File: src/rtl/pca_pkg.sv
package pca_pkg;
  localparam int PCA_CNT_W   = 12;
  localparam int PCA_FIELD_W = 8;
  localparam int PCA_THR_F_W = 9;
  localparam int PCA_SHIFT   = 4;

  typedef enum logic [1:0] {
    ADJ_HOLD,
    ADJ_LONGER,
    ADJ_SHORTER
  } adj_e;
endpackage

File: src/rtl/pca_row_timer.sv
module pca_row_timer #(
  parameter int CNT_W = pca_pkg::PCA_CNT_W
) (
  input  logic             clk_i,
  input  logic             rst_ni,
  input  logic             req_i,
  input  logic             same_row_i,
  input  logic [CNT_W-1:0] interval_i,
  output logic             close_o,
  output logic             mistake_o
);
  logic             row_open_q, shut_q, close_q;
  logic [CNT_W-1:0] cnt_q;

  // late close: conflict on open row; premature: return to timer-closed row
  assign mistake_o = req_i & ((row_open_q & ~same_row_i) |
                              (~row_open_q & shut_q & same_row_i));
  assign close_o   = close_q;

  always_ff @(posedge clk_i or negedge rst_ni) begin
    if (!rst_ni) begin
      row_open_q <= 1'b0;
      shut_q     <= 1'b0;
      close_q    <= 1'b0;
      cnt_q      <= '0;
    end else begin
      close_q <= 1'b0;
      if (req_i) begin
        row_open_q <= 1'b1;
        shut_q     <= 1'b0;
        cnt_q      <= interval_i;
      end else if (row_open_q) begin
        if (cnt_q <= CNT_W'(1)) begin
          row_open_q <= 1'b0;
          shut_q     <= 1'b1;
          close_q    <= 1'b1;
          cnt_q      <= '0;
        end else begin
          cnt_q <= cnt_q - CNT_W'(1);
        end
      end
    end
  end


  close_pulse_chk: assert property (@(posedge clk_i) disable iff (!rst_ni)
    close_q |=> !close_q);

  close_idle_chk: assert property (@(posedge clk_i) disable iff (!rst_ni)
    close_q |-> !$past(req_i));
endmodule

File: src/rtl/pca_window_monitor.sv
module pca_window_monitor #(
  parameter int CNT_W   = pca_pkg::PCA_CNT_W,
  parameter int FIELD_W = pca_pkg::PCA_FIELD_W,
  parameter int SHIFT   = pca_pkg::PCA_SHIFT
) (
  input  logic               clk_i,
  input  logic               rst_ni,
  input  logic               req_i,
  input  logic               mistake_i,
  input  logic [FIELD_W-1:0] win_field_i,
  output logic               win_end_o,
  output logic [CNT_W-1:0]   win_mist_o
);
  logic [CNT_W-1:0]   req_cnt_q, mist_q, mist_nxt, len_m1;
  logic [FIELD_W-1:0] field_eff;

  assign field_eff = (win_field_i == '0) ? FIELD_W'(1) : win_field_i;
  assign len_m1    = CNT_W'({field_eff, {SHIFT{1'b0}}}) - CNT_W'(1);
  assign mist_nxt  = (mistake_i && (mist_q != '1)) ? mist_q + CNT_W'(1) : mist_q;
  // >= keeps a mid-window shrink of the field from skipping the end
  assign win_end_o  = req_i && (req_cnt_q >= len_m1);
  assign win_mist_o = mist_nxt;

  always_ff @(posedge clk_i or negedge rst_ni) begin
    if (!rst_ni) begin
      req_cnt_q <= '0;
      mist_q    <= '0;
    end else if (req_i) begin
      if (win_end_o) begin
        req_cnt_q <= '0;
        mist_q    <= '0;
      end else begin
        req_cnt_q <= req_cnt_q + CNT_W'(1);
        mist_q    <= mist_nxt;
      end
    end
  end


  mist_clear_chk: assert property (@(posedge clk_i) disable iff (!rst_ni)
    win_end_o |=> (mist_q == '0));

  idle_hold_chk: assert property (@(posedge clk_i) disable iff (!rst_ni)
    !req_i |=> $stable(req_cnt_q));
endmodule

File: src/rtl/pca_interval_adapt.sv
module pca_interval_adapt #(
  parameter int CNT_W     = pca_pkg::PCA_CNT_W,
  parameter int FIELD_W   = pca_pkg::PCA_FIELD_W,
  parameter int THR_F_W   = pca_pkg::PCA_THR_F_W,
  parameter int SHIFT     = pca_pkg::PCA_SHIFT
) (
  input  logic               clk_i,
  input  logic               rst_ni,
  input  logic               en_i,
  input  logic [FIELD_W-1:0] init_field_i,
  input  logic [THR_F_W-1:0] min_field_i,
  input  logic [THR_F_W-1:0] max_field_i,
  input  logic               win_end_i,
  input  logic [CNT_W-1:0]   win_mist_i,
  output logic [CNT_W-1:0]   interval_o
);
  import pca_pkg::*;

  localparam int THR_W = THR_F_W + SHIFT;
  localparam logic [CNT_W-1:0] STEP_V = CNT_W'(1 << SHIFT);
  localparam logic [CNT_W-1:0] HI_V   = CNT_W'((1 << CNT_W) - (1 << SHIFT));

  logic [CNT_W-1:0] interval_q, prog, prog_clamp;
  logic [THR_W-1:0] min_thr, max_thr, mist_ext;
  adj_e             adj;

  assign prog       = CNT_W'({init_field_i, {SHIFT{1'b0}}});
  assign prog_clamp = (prog < STEP_V) ? STEP_V : ((prog > HI_V) ? HI_V : prog);
  assign min_thr    = {min_field_i, {SHIFT{1'b0}}};
  assign max_thr    = {max_field_i, {SHIFT{1'b0}}};
  assign mist_ext   = THR_W'(win_mist_i);

  always_comb begin
    if (mist_ext < min_thr)      adj = ADJ_LONGER;
    else if (mist_ext > max_thr) adj = ADJ_SHORTER;
    else                         adj = ADJ_HOLD;
  end

  always_ff @(posedge clk_i or negedge rst_ni) begin
    if (!rst_ni) begin
      interval_q <= STEP_V;
    end else if (!en_i) begin
      interval_q <= prog_clamp;
    end else if (win_end_i) begin
      unique case (adj)
        ADJ_LONGER:  interval_q <= (interval_q >= HI_V - STEP_V) ? HI_V : interval_q + STEP_V;
        ADJ_SHORTER: interval_q <= (interval_q <= STEP_V + STEP_V) ? STEP_V : interval_q - STEP_V;
        default:     interval_q <= interval_q;
      endcase
    end
  end

  assign interval_o = interval_q;


  range_chk: assert property (@(posedge clk_i) disable iff (!rst_ni)
    (interval_q >= STEP_V) && (interval_q <= HI_V) && (interval_q[SHIFT-1:0] == '0));

  hold_chk: assert property (@(posedge clk_i) disable iff (!rst_ni)
    ($past(en_i) && !$past(win_end_i)) |-> (interval_q == $past(interval_q)));

  step_chk: assert property (@(posedge clk_i) disable iff (!rst_ni)
    ($past(en_i) && $past(win_end_i)) |->
      ((interval_q == $past(interval_q)) ||
       (interval_q == $past(interval_q) + STEP_V) ||
       (interval_q == $past(interval_q) - STEP_V)));
endmodule

File: src/rtl/page_close_adapt.sv
module page_close_adapt #(
  parameter int CNT_W   = pca_pkg::PCA_CNT_W,
  parameter int FIELD_W = pca_pkg::PCA_FIELD_W,
  parameter int THR_F_W = pca_pkg::PCA_THR_F_W,
  parameter int SHIFT   = pca_pkg::PCA_SHIFT
) (
  input  logic               clk_i,
  input  logic               rst_ni,
  input  logic               req_i,
  input  logic               same_row_i,
  input  logic               cfg_en_i,
  input  logic [FIELD_W-1:0] cfg_window_i,
  input  logic [FIELD_W-1:0] cfg_init_i,
  input  logic [THR_F_W-1:0] cfg_min_i,
  input  logic [THR_F_W-1:0] cfg_max_i,
  output logic               close_o,
  output logic [CNT_W-1:0]   interval_o
);
  logic             mistake, win_end;
  logic [CNT_W-1:0] win_mist, interval;

  pca_row_timer #(.CNT_W(CNT_W)) u_timer (
    .clk_i      (clk_i),
    .rst_ni     (rst_ni),
    .req_i      (req_i),
    .same_row_i (same_row_i),
    .interval_i (interval),
    .close_o    (close_o),
    .mistake_o  (mistake)
  );

  pca_window_monitor #(.CNT_W(CNT_W), .FIELD_W(FIELD_W), .SHIFT(SHIFT)) u_window (
    .clk_i       (clk_i),
    .rst_ni      (rst_ni),
    .req_i       (req_i),
    .mistake_i   (mistake),
    .win_field_i (cfg_window_i),
    .win_end_o   (win_end),
    .win_mist_o  (win_mist)
  );

  pca_interval_adapt #(.CNT_W(CNT_W), .FIELD_W(FIELD_W), .THR_F_W(THR_F_W), .SHIFT(SHIFT)) u_adapt (
    .clk_i        (clk_i),
    .rst_ni       (rst_ni),
    .en_i         (cfg_en_i),
    .init_field_i (cfg_init_i),
    .min_field_i  (cfg_min_i),
    .max_field_i  (cfg_max_i),
    .win_end_i    (win_end),
    .win_mist_i   (win_mist),
    .interval_o   (interval)
  );

  assign interval_o = interval;
endmodule

File: config.mk
export PLATFORM = sky130hd
export DESIGN_NAME = page_close_adapt
export DESIGN_NICKNAME = d
export VERILOG_FILES = /design/src/rtl/pca_pkg.sv /design/src/rtl/pca_row_timer.sv /design/src/rtl/pca_window_monitor.sv /design/src/rtl/pca_interval_adapt.sv /design/src/rtl/page_close_adapt.sv
export SDC_FILE = /design/constraint.sdc
export NUM_CORES = 1
export LEC_CHECK = 0
export ABC_CLOCK_PERIOD_IN_PS = 8400
export BUFFER_PORTS_ARGS = -buffer_cell sky130_fd_sc_hd__buf_4
export CORE_MARGIN = 1.5
export CORE_UTILIZATION = 49
export DETAILED_ROUTE_END_ITERATION = 7
export PLACE_DENSITY = 0.7
export SYNTH_ARGS = -nofsm -noshare
export SYNTH_HDL_FRONTEND = slang
export SYNTH_SLANG_ARGS = --single-unit
File: constraint.sdc
create_clock -name clk_i -period 8.4 [get_ports clk_i]
set_input_delay 0.84 -clock clk_i [delete_from_list [all_inputs] [get_ports clk_i]]
set_output_delay 0.84 -clock clk_i [all_outputs]
set_load 0.01 [all_outputs]
==> metrics <==
ys async rst share 100%; met3 usage ~3.3%; Inst Count DP slightly below 600; grt peak-use layer met2; max-cap viol count 0; hold crit path type reg2reg; vias in the first global route about 3,400; Setup Total Neg Slack 0 ns; RSZ-0062 raised after global routing no; PostCTS Resize Cnt 0; Slowest Stage Delay on Critical Path 0.73 ns; Ys Warns 0; Crit Path Class in2reg; Reg power frac around 47%; fill count 703; Sequential cell area 0.00118 mm2; multi-input combinational cell area 0.00239 mm2; Post-Synthesis Cells roughly 460; Period minus WS final 4.94 ns; worst min-delay path startpoint u_timer.shut_q$_DFFE_PN0P_; r2r endpoint u_adapt.interval_o[11]$_DFFE_PN0P_; Gate power share 31.0%; Bufs and invs on worst path 1; clock tree buffer depth 2; sw power 251 uW; post-synth top area share 30.4%; n_diodes 0; Post-synth EDFFs 0; GP Congestion 0.903; DRC viols 0; worst reg2reg startpoint u_window.mist_q[0]$_DFFE_PN0P_; initial antenna violation count 0; post-synthesis average cell area 8.26 um2; Slowest-stage cell, CP nor4_1; Vias 3,500; # H-tree levels 2; Critical Path RT around 8.6 ns; # nets final 564; Reg2Reg Setup Slack 3.78 ns; fin crit share 58.8%; crit-path cells buf_4 -> and4b_1 -> a31oi_1 -> nor4_1 -> and4_1 -> and3_1 -> xor2_1 -> ha_1 -> nand2_1 -> o21a_1 -> o22ai_1 -> a31oi_2 -> a311o_1 -> a21o_1 -> a221oi_1 -> o31ai_1; Initial Utilization between 50% and 60%; share of total power in the clock network 21.9%; outcome complete, no violations; count leader, synth nand2_1; die width approximately 91 um; post-synthesis cell area 0.00378 mm2; CP max FO 38; Seq/Total Area, Yosys 31.1%; DR iter-0 viols 199; total core area 0.00737 mm2; #FFs+latches synth 47; WL/cell 15.1 um; Detailed Route WL 8960 um; Final Hold Viols 0; worst-margin pin slew 0.805 ns; list of most frequent post-synthesis cells 50 x nand2_1, 46 x dfrtp_1, 41 x o21ai_0; post-CTS setup buffers 0; Layout Utilization 57.8%; CTS clk-pin slew, worst paths 0.09 ns; row cnt 31; peak supply drop ~0.000095 V; hold_ws 0.503 ns; Worst Skew 0.00713 ns; Routed Antenna Nets 0; # IOs 52; layout cell share with drive strength beyond 1 14.5%; largest area contributor in the netlist dfrtp_1; Slew headroom between 40% and 50%; arrival time worst endpoint slightly above 5 ns; placed cell areas 0.00416 mm2; Area Growth Syn to Fin 12.7%; Die ar. 0.00825 mm2; worst r2r path cells 16; Detail Placement HPWL 6610 um; clk root buf clkbuf_8; Power Internal 446 uW; Critical path origin req_i; hold bufs inserted after CTS 0; I/O Buffers 47; Most used DFF post-synth dfrtp_1; sw frac 36.0%; CTS tree built; CTS Buf Count 5; CP startpoint kind input port; crit path to u_adapt.interval_o[11]$_DFFE_PN0P_; Slew Limit Fails 0; Detailed Routing Iterations Pass 1 5; global route overflow 0; met2 Track Usage GR 37.4%; power per cell area 164 mW/mm2; post-route cell area 0.00426 mm2; dominant cells by area after synthesis dfrtp_1 30%, ha_1 10%, o21ai_0 5.4%, nand2_1 5.0%, nor2_1 3.8%; met1 Track Usage GR 29.7%; distinct cell type count of the synthesized netlist 71; Pleak 0.00199 uW; crit path capture type flop; clk_lat worst skew 0.30 ns; endpoints failing setup 0; Levels on crit path 16; gr usage total 22.3%; Layout Cells excl Fill 594; largest net degree at the start of global routing 48; first-pass GRT wire length around 15,000 um; clk sink count 47; fmax 0.202 GHz; Die Ht 90.8 um; via/cell ratio between 5 and 6; delay-heaviest family, CP compound AO/OA/AOI/OAI gates
-- placed cells by master, fill, tap and decap left out, types with 6 or more instances in the layout --
cell / n
inv_1: 31
nand3_1: 16
nand4_1: 8
nor2_1: 38
a31oi_1: 7
a21oi_1: 21
xor2_1: 12
xnor2_1: 9
clkbuf_8: 7
nand2_1: 50
o21ai_0: 41
mux2i_1: 6
ha_1: 31
nor3_1: 10
a21o_1: 7
or4_1: 7
dfrtp_1: 46
and3_1: 7
o21a_1: 6
nor2b_1: 8
buf_4: 47
-- power groups by stage --
stage | Clock, uW | Sequential (uW) | Combinational (uW)
final | 153 | 328 | 216
after global routing | 167 | 336 | 244
after CTS | 157 | 327 | 217
after detailed placement | 0 | 331 | 215
after global placement | 0 | 330 | 209
after floorplan | 0 | 313 | 162
-- metrics by stage --
stage | setup slack (ns) | total power, uW
2_1_floorplan | 4.17 | 475
3_3_place_gp | 3.43 | 539
3_5_place_dp | 3.20 | 547
4_1_cts | 3.53 | 701
5_1_grt | 3.07 | 748
6_report | 3.46 | 697
-- layout make-up --
class                   count  area share, %
well taps                  99           2.91
multi-input cells         362           56.0
flip-flops and latches     47           27.6
repair buffers             47           8.28
clock inverters             1          0.176
clock buffers               7           2.26
inverters                  31           2.73
-- routing by layer --
layer  wire length [um]  up-vias
li1                   -     1718
met1               4240     1688
met2               4230       82
met3                340       12
met4                142        0
met5                  0        -
-- worst min-delay path by stage --
stage / endpoint / slack [ns] / cells past startpoint
CTS: u_timer.shut_q$_DFFE_PN0P_ / 0.51 / 1
global route: u_timer.shut_q$_DFFE_PN0P_ / 0.52 / 1
finish: u_timer.shut_q$_DFFE_PN0P_ / 0.50 / 1
detailed placement: u_timer.shut_q$_DFFE_PN0P_ / 0.49 / 1
floorplan: u_timer.shut_q$_DFFE_PN0P_ / 0.45 / 1
global placement: u_timer.shut_q$_DFFE_PN0P_ / 0.48 / 1
-- worst register-to-register path, delay by kind of cell (launching register included) --
kind,cells,cell delay [ns]
AO/OA/AOI/OAI,7,1.67
XOR/XNOR,1,0.27
adder cells (fa/ha/maj),2,0.52
flip-flops,1,0.45
AND/OR/NAND/NOR,6,1.56
-- logic make-up (layout without fill, tap and decap cells) --
family / count (synthesis) / count (layout) / share of synthesized area (%)
XOR/XNOR: 21 / 21 / 4.86
adder cells (fa/ha/maj): 31 / 31 / 10.3
AO/OA/AOI/OAI: 126 / 126 / 22.6
other: 1 / 4 / 0.0992
flip-flops: 47 / 47 / 31.1
buffers and inverters: 52 / 86 / 6.02
multiplexers: 8 / 8 / 2.18
AND/OR/NAND/NOR: 172 / 172 / 22.8
-- sequential cells by signal, summed over array words and instances (netlist names) --
signal,count
u_timer.row_open_q,1
u_timer.close_o,1
u_timer.shut_q,1
u_timer.cnt_q,12
u_window.mist_q,12
u_window.req_cnt_q,12
u_adapt.interval_o,8
(Power assumes the default switching activity.)
